$ cat src/rtl/mpc_pkg.sv
package mpc_pkg;
  typedef enum logic [1:0] {
    ST_IDLE,
    ST_RD,
    ST_MOD,
    ST_WR
  } sweep_st_e;
endpackage

$ cat src/rtl/mpc_ram.sv
module mpc_ram #(
  parameter int DEPTH = 72,
  parameter int W     = 16,
  parameter int AW    = 7
) (
  input  logic          clk_i,
  input  logic          re_i,
  input  logic          we_i,
  input  logic [AW-1:0] addr_i,
  input  logic [W-1:0]  wdata_i,
  output logic [W-1:0]  rdata_o
);
  logic [W-1:0] mem_q [DEPTH];

  always_ff @(posedge clk_i) begin
    if (we_i) mem_q[addr_i] <= wdata_i;
    if (re_i) rdata_o <= mem_q[addr_i];
  end
endmodule

$ cat src/rtl/mpc_sweep_ctrl.sv
module mpc_sweep_ctrl
  import mpc_pkg::*;
#(
  parameter int N_CH  = 72,
  parameter int CNT_W = 16,
  parameter int CH_W  = 7
) (
  input  logic             clk_i,
  input  logic             rst_ni,
  input  logic [N_CH-1:0]  chan_i,
  input  logic             win_i,
  input  logic             clr_i,
  input  logic [CNT_W-1:0] ram_rdata_i,
  output logic             ram_re_o,
  output logic             ram_we_o,
  output logic [CH_W-1:0]  ram_addr_o,
  output logic [CNT_W-1:0] ram_wdata_o,
  output logic             busy_o,
  output logic             free_o
);
  localparam logic [CH_W-1:0] LAST = CH_W'(N_CH - 1);

  sweep_st_e        state_q;
  logic [CH_W-1:0]  idx_q;
  logic [N_CH-1:0]  snap_q;
  logic             clr_mode_q;
  logic             clr_pend_q;
  logic [CNT_W-1:0] wdata_q;

  logic idle, start_clr, start_cnt;

  assign idle      = (state_q == ST_IDLE);
  assign start_clr = idle && (clr_pend_q || clr_i);
  assign start_cnt = idle && !start_clr && win_i;
  assign free_o    = idle && !start_clr && !win_i;

  always_ff @(posedge clk_i or negedge rst_ni) begin
    if (!rst_ni) begin
      state_q    <= ST_IDLE;
      idx_q      <= '0;
      snap_q     <= '0;
      clr_mode_q <= 1'b0;
      clr_pend_q <= 1'b1;  // clearing sweep right after reset
      wdata_q    <= '0;
    end else begin
      if (clr_i && !idle) clr_pend_q <= 1'b1;
      unique case (state_q)
        ST_IDLE: begin
          if (start_clr) begin
            clr_mode_q <= 1'b1;
            clr_pend_q <= 1'b0;
            idx_q      <= '0;
            state_q    <= ST_RD;
          end else if (start_cnt) begin
            snap_q     <= chan_i;
            clr_mode_q <= 1'b0;
            idx_q      <= '0;
            state_q    <= ST_RD;
          end
        end
        ST_RD:  state_q <= ST_MOD;
        ST_MOD: begin
          wdata_q <= clr_mode_q ? '0 : ram_rdata_i + CNT_W'(snap_q[idx_q]);
          state_q <= ST_WR;
        end
        ST_WR: begin
          if (idx_q == LAST) begin
            state_q <= ST_IDLE;
          end else begin
            idx_q   <= idx_q + CH_W'(1);
            state_q <= ST_RD;
          end
        end
        default: state_q <= ST_IDLE;
      endcase
    end
  end

  assign ram_re_o    = (state_q == ST_RD);
  assign ram_we_o    = (state_q == ST_WR);
  assign ram_addr_o  = idx_q;
  assign ram_wdata_o = wdata_q;
  assign busy_o      = !idle;
endmodule

$ cat src/rtl/mpc_host_port.sv
module mpc_host_port #(
  parameter int N_CH  = 72,
  parameter int CNT_W = 16,
  parameter int CH_W  = 7
) (
  input  logic             clk_i,
  input  logic             rst_ni,
  input  logic             free_i,
  input  logic             rd_req_i,
  input  logic [CH_W-1:0]  rd_ch_i,
  input  logic [CNT_W-1:0] ram_rdata_i,
  output logic             gnt_o,
  output logic             vld_o,
  output logic [CNT_W-1:0] data_o
);
  logic            vld_q;
  logic [CH_W-1:0] ch_q;
  logic            in_range;

  assign gnt_o = rd_req_i && free_i;

  always_ff @(posedge clk_i or negedge rst_ni) begin
    if (!rst_ni) begin
      vld_q <= 1'b0;
      ch_q  <= '0;
    end else begin
      vld_q <= gnt_o;
      if (gnt_o) ch_q <= rd_ch_i;
    end
  end

  assign in_range = ({1'b0, ch_q} < (CH_W+1)'(N_CH));
  assign vld_o    = vld_q;
  assign data_o   = (vld_q && in_range) ? ram_rdata_i : '0;
endmodule

$ cat src/rtl/mux_pulse_counter.sv
module mux_pulse_counter #(
  parameter  int N_CH  = 72,
  parameter  int CNT_W = 16,
  localparam int CH_W  = (N_CH > 1) ? $clog2(N_CH) : 1
) (
  input  logic             clk_i,
  input  logic             rst_ni,
  input  logic [N_CH-1:0]  chan_i,
  input  logic             win_i,
  input  logic             clr_i,
  input  logic             rd_req_i,
  input  logic [CH_W-1:0]  rd_ch_i,
  output logic             rd_gnt_o,
  output logic             rd_vld_o,
  output logic [CNT_W-1:0] rd_data_o,
  output logic             busy_o
);
  logic             sw_re, sw_we, free;
  logic [CH_W-1:0]  sw_addr;
  logic [CNT_W-1:0] sw_wdata, ram_rdata;
  logic             ram_re, ram_we;
  logic [CH_W-1:0]  ram_addr;

  mpc_sweep_ctrl #(.N_CH(N_CH), .CNT_W(CNT_W), .CH_W(CH_W)) u_ctrl (
    .clk_i       (clk_i),
    .rst_ni      (rst_ni),
    .chan_i      (chan_i),
    .win_i       (win_i),
    .clr_i       (clr_i),
    .ram_rdata_i (ram_rdata),
    .ram_re_o    (sw_re),
    .ram_we_o    (sw_we),
    .ram_addr_o  (sw_addr),
    .ram_wdata_o (sw_wdata),
    .busy_o      (busy_o),
    .free_o      (free)
  );

  mpc_host_port #(.N_CH(N_CH), .CNT_W(CNT_W), .CH_W(CH_W)) u_host (
    .clk_i       (clk_i),
    .rst_ni      (rst_ni),
    .free_i      (free),
    .rd_req_i    (rd_req_i),
    .rd_ch_i     (rd_ch_i),
    .ram_rdata_i (ram_rdata),
    .gnt_o       (rd_gnt_o),
    .vld_o       (rd_vld_o),
    .data_o      (rd_data_o)
  );

  assign ram_re   = sw_re || rd_gnt_o;
  assign ram_we   = sw_we;
  assign ram_addr = rd_gnt_o ? rd_ch_i : sw_addr;

  mpc_ram #(.DEPTH(N_CH), .W(CNT_W), .AW(CH_W)) u_ram (
    .clk_i   (clk_i),
    .re_i    (ram_re),
    .we_i    (ram_we),
    .addr_i  (ram_addr),
    .wdata_i (sw_wdata),
    .rdata_o (ram_rdata)
  );
endmodule

$ cat config.mk
export PLATFORM = sky130hd
export DESIGN_NAME = mux_pulse_counter
export DESIGN_NICKNAME = d
export VERILOG_FILES = /design/src/rtl/mpc_pkg.sv /design/src/rtl/mpc_ram.sv /design/src/rtl/mpc_sweep_ctrl.sv /design/src/rtl/mpc_host_port.sv /design/src/rtl/mux_pulse_counter.sv
export SDC_FILE = /design/constraint.sdc
export NUM_CORES = 1
export LEC_CHECK = 0
export BUFFER_PORTS_ARGS = -buffer_cell sky130_fd_sc_hd__buf_2
export CAP_MARGIN = 25
export CORE_MARGIN = 5
export CORE_UTILIZATION = 42
export DETAILED_ROUTE_END_ITERATION = 8
export GPL_ROUTABILITY_DRIVEN = 0
export GPL_TIMING_DRIVEN = 0
export HOLD_SLACK_MARGIN = 0.03
export PLACE_DENSITY = 0.54
export SLEW_MARGIN = 20
export SYNTH_ARGS = -nofsm -noshare
export SYNTH_HDL_FRONTEND = slang
export SYNTH_HIERARCHICAL = 1
export SYNTH_SLANG_ARGS = --single-unit
$ cat constraint.sdc
create_clock -name clk_i -period 5 [get_ports clk_i]
set_input_delay 1 -clock clk_i [delete_from_list [all_inputs] [get_ports clk_i]]
set_output_delay 1 -clock clk_i [all_outputs]
set_load 0.03 [all_outputs]
==> flow_metrics.env <==
export IMPL_cts_htree_levels=4
export IMPL_gr_usage_all_layers_pct=28.8
export IMPL_synth_top_cells_by_area="sky130_fd_sc_hd__edfxtp_1 70%, sky130_fd_sc_hd__mux4_2 5.3%, sky130_fd_sc_hd__dfrtp_1 5.1%"
export IMPL_final_cell_mix="1168 x sky130_fd_sc_hd__edfxtp_1, 158 x sky130_fd_sc_hd__mux2_2, 142 x sky130_fd_sc_hd__clkbuf_16"
export IMPL_areaGrowthSynthToFinish_pct=21.2
export IMPL_post_synth_num_cell_types=80
export IMPL_timing_max_cap_violations=0
export IMPL_asyncSetResetFlopFracSynth_pct=8.18
export IMPL_timing_max_transition_violations_final=0
export IMPL_transition_at_the_pin_with_the_smallest_max_transition_slack_ns=1.20
export IMPL_max_freq_ghz=0.199
export IMPL_post_route_util_pct=51.4
export IMPL_std_cell_rows=126
export IMPL_clock_sink_count=1272
export IMPL_synth_top_flop_cell="sky130_fd_sc_hd__edfxtp_1"
export IMPL_rrSetupSlack_ns=-0.02
export IMPL_clock_root_buffer="sky130_fd_sc_hd__clkbuf_16"
export IMPL_io_pins=103
export IMPL_sw_frac_of_total_pct=20.5
export IMPL_p_comb_share_pct=2.0
export IMPL_nNetsFinal=3206
export IMPL_drt_pass1_iter_count=8
export IMPL_synth_seq_area_share_pct=75.0
export IMPL_remaining_drc_errors=0
export IMPL_power_total_uw=22300
export IMPL_reg2reg_to="u_ram/rdata_o[15]"
export IMPL_p_seq_share_pct=52.7
export IMPL_max_slew_margin_rel_pct=20.2
export IMPL_worst_path_max_fanout=10
export IMPL_syn_nets=2834
export IMPL_route_final_wire_length_mm=185
export IMPL_route_detailed_wl_per_inst_um=38.2
export IMPL_globalRouteOverflowTotal=0
export IMPL_kind_of_capture_point_of_the_worst_setup_path="register"
export IMPL_clock_latency_ns=0.74
export IMPL_number_of_antenna_violations_at_the_first_check_in_global_routing=9
export IMPL_status="finished, violations left"
export IMPL_postRouteAntennaNets=0
export IMPL_die_w_um=356
export IMPL_yosysTopAreaCellShare_pct=69.8
export IMPL_viasPerCell=6.44
export IMPL_synth_warnings=6
export IMPL_maximum_number_of_pins_on_one_net_before_global_route_repair=74
export IMPL_mostFrequentLayoutCell="sky130_fd_sc_hd__edfxtp_1"
export IMPL_timing_final_setup_violations=1
export IMPL_min_period_ns=5.02
export IMPL_hold_worst_slack_ns=0.194
export IMPL_total_die_area_um2=127000
export IMPL_syn_instance_count=2743
export IMPL_final_hold_violations=0
export IMPL_crit_cells=14
export IMPL_fill_cells=9473
export IMPL_number_of_design_rule_violations_left_by_the_first_detailed_router_iteration=4532
export IMPL_via_count_of_the_first_global_routing_pass=30200
export IMPL_start_util_pct=42.4
export IMPL_skew_ns=0.0269
export IMPL_worst_ir_drop_vdd_mv=0.310
export IMPL_crit_end="u_ram/rdata_o[15]"
export IMPL_syn_mean_instance_area_um2=18.3
export IMPL_core_region_area_um2=118000
export IMPL_height_of_the_die_um=356
export IMPL_syn_cell_area_um2=50200
export IMPL_setup_worst_path_start_class="register"
export IMPL_cp_startpoint="u_ctrl/state_q[0]"
export IMPL_cpPeakStageDelay_ns=0.74
export IMPL_min_path_type="primary input to asynchronous set/reset pin"
export IMPL_worst_setup_hold_path_clk_slew_ns=0.06
export IMPL_postLayoutSetupSlackWorst_ns=-0.0202
export IMPL_tritoncts_clock_tree="yes"
export IMPL_port_buffer_count=102
export IMPL_worst_r2r_path_depth=14
export IMPL_detailed_place_hpwl_mm=120
export IMPL_cts_root_to_sink_buffers=3
export IMPL_cts_buffers=137
export IMPL_grt_pass1_wl_mm=250
export IMPL_critical_path_slowest_cell="sky130_fd_sc_hd__or4_1"
export IMPL_yosys_area_top_type="sky130_fd_sc_hd__edfxtp_1"
export IMPL_grt_setup_unrepaired="true"
export IMPL_violated_checks="setup timing"
export IMPL_hold_buffers=0
export IMPL_synth_enable_flop_cells=1168
export IMPL_p_sw_uw=4580
export IMPL_pwr_density_cell_nw_per_um2=366
export IMPL_cp_num_buf_inv=5
export IMPL_placement_setup_worst_slack_ns=-2.34
export IMPL_p_leak_uw=0.0207
export IMPL_int_pwr_uw=17700
export IMPL_layout_worst_path_cycle_share_pct=100
export IMPL_worst_ep_required_time_ns=5.44
export IMPL_cp_top_family="simple AND/OR/NAND/NOR gates"
export IMPL_r2r_start="u_ctrl/state_q[0]"
export IMPL_cp_data_arrival_time_ns=5.46
export IMPL_setup_crit_path_kind="register to register"
export IMPL_postSynthRegisterBits=1272
export IMPL_detailroute_via_count=31100
export IMPL_cp_cell_sequence="inv_1 > ha_2 > nor4b_4 > nand2_2 > inv_1 > buf_6 > mux2_4 > buf_2 > clkdlybuf4s15_2 > nand2_2 > o22ai_1 > o21ai_0 > a41oi_1 > or4_1"
export IMPL_final_layout_size_suffix_gt1_share_pct=31.7
export IMPL_clock_network_fraction_of_design_power_pct=45.3
## synthesized netlist by cell type, drive strengths merged, types with 11 or more instances
| cell type | number |
|---|---|
| a211oi | 15 |
| a21oi | 47 |
| a221oi | 135 |
| a22o | 14 |
| a22oi | 38 |
| and3 | 21 |
| buf | 105 |
| clkbuf | 61 |
| dfrtp | 103 |
| edfxtp | 1168 |
| inv | 28 |
| mux2 | 165 |
| mux2i | 139 |
| mux4 | 127 |
| nand2 | 88 |
| nand3 | 18 |
| nor2 | 135 |
| nor2b | 11 |
| nor3 | 14 |
| o21ai | 66 |
| o221ai | 14 |
| o22ai | 80 |
| xor2 | 15 |
## kinds of logic after synthesis
| kind of cell | share of synthesized area [%] |
|---|---|
| adders and majority gates | 0.174 |
| muxes | 12.3 |
| AOI/OAI and AO/OA | 7.24 |
| and+or+nand+nor | 3.01 |
| buffers and inverters | 1.97 |
| DFF | 75.0 |
| xor gates and xnor gates | 0.331 |
## area by class of cell
cell class / count / area, um2 / share of cell area (%)
Tap cell: 1600 / 2000 / 3.29
Sequential cell: 1272 / 37700 / 62.0
Buffer: 162 / 1260 / 2.06
Clock inverter: 64 / 704 / 1.16
Clock buffer: 177 / 3700 / 6.08
Multi-Input combinational cell: 1274 / 12500 / 20.5
Timing Repair Buffer: 237 / 2890 / 4.74
Antenna cell: 8 / 20.0 / 0.0329
Inverter: 31 / 121 / 0.199
## metrics by stage
| step | TNS (ns) | cell area, um2 | cells |
|---|---|---|---|
| final | -0.0202 | 60900 | 4825 |
| after global routing | -0.0356 | 60900 | 4817 |
| after CTS | -0.207 | 60500 | 4808 |
| after detailed placement | -1569.85 | 54800 | 4518 |
| after global placement | -2856.40 | 52800 | 4445 |
| after floorplan | -7.49 | 50300 | 2743 |
## power by group through the flow
stage	Combinational (uW)	Clock, uW	Sequential, uW
finish	445	10100	11800
CTS	425	10200	11800
floorplan	72.1	0	12000
detailed placement	416	0	12000
global placement	203	0	12100
global route	457	10700	11800
## how the worst min path moves through the flow
stage                            startpoint                 to  slack (ns)  depth (start not counted)
after floorplan           u_ctrl/clr_mode_q  u_ctrl/clr_mode_q        0.45                          2
after global placement    u_ctrl/snap_q[37]  u_ctrl/snap_q[37]        0.49                          1
after detailed placement  u_ctrl/snap_q[53]  u_ctrl/snap_q[53]        0.49                          1
after CTS                            rst_ni  u_ctrl/snap_q[15]        0.17                          1
after global routing                 rst_ni  u_ctrl/snap_q[15]        0.21                          1
final                                rst_ni  u_ctrl/snap_q[15]        0.19                          1
## registers in the layout, indices dropped and copies added (netlist names)
signal / cells
u_ram/mem_q: 1152
u_ctrl/snap_q: 72
u_host/ch_q: 4
u_ram/rdata_o: 16
u_ctrl/ram_addr_o: 7
u_ctrl/state_q: 2
u_host/vld_o: 1
u_ctrl/clr_pend_q: 1
u_ctrl/ram_wdata_o: 16
u_ctrl/clr_mode_q: 1
## what timing repair did
action / 4_1_cts / 5_1_grt
buffers inserted: 51 / 10
gates resized for setup: 173 / 104
hold endpoints to repair: 0 / 0
endpoints found under the setup margin: 1149 / 379
pin swaps: 39 / 15
## per-layer routing
metal / GRT usage [%] / up-vias / part of all wire (%)
li1: - / 12000 / -
met3: 9.10 / 566 / 13
met4: 14.8 / 0 / 6.6
met2: 44.5 / 2390 / 45
met1: 36.8 / 16100 / 36
met5: 0 / - / 0
## worst reg2reg max path, stage by stage (launching register included)
cell and delay (ns):
sky130_fd_sc_hd__dfrtp_1 0.40, sky130_fd_sc_hd__inv_1 0.15, sky130_fd_sc_hd__ha_2 0.25, sky130_fd_sc_hd__nor4b_4 0.25
sky130_fd_sc_hd__nand2_2 0.14, sky130_fd_sc_hd__inv_1 0.14, sky130_fd_sc_hd__buf_6 0.18, sky130_fd_sc_hd__mux2_4 0.37
sky130_fd_sc_hd__buf_2 0.23, sky130_fd_sc_hd__clkdlybuf4s15_2 0.52, sky130_fd_sc_hd__nand2_2 0.46, sky130_fd_sc_hd__o22ai_1 0.13
sky130_fd_sc_hd__o21ai_0 0.37, sky130_fd_sc_hd__a41oi_1 0.37, sky130_fd_sc_hd__or4_1 0.75
No activity file was read; power rests on OpenSTA's default activity.
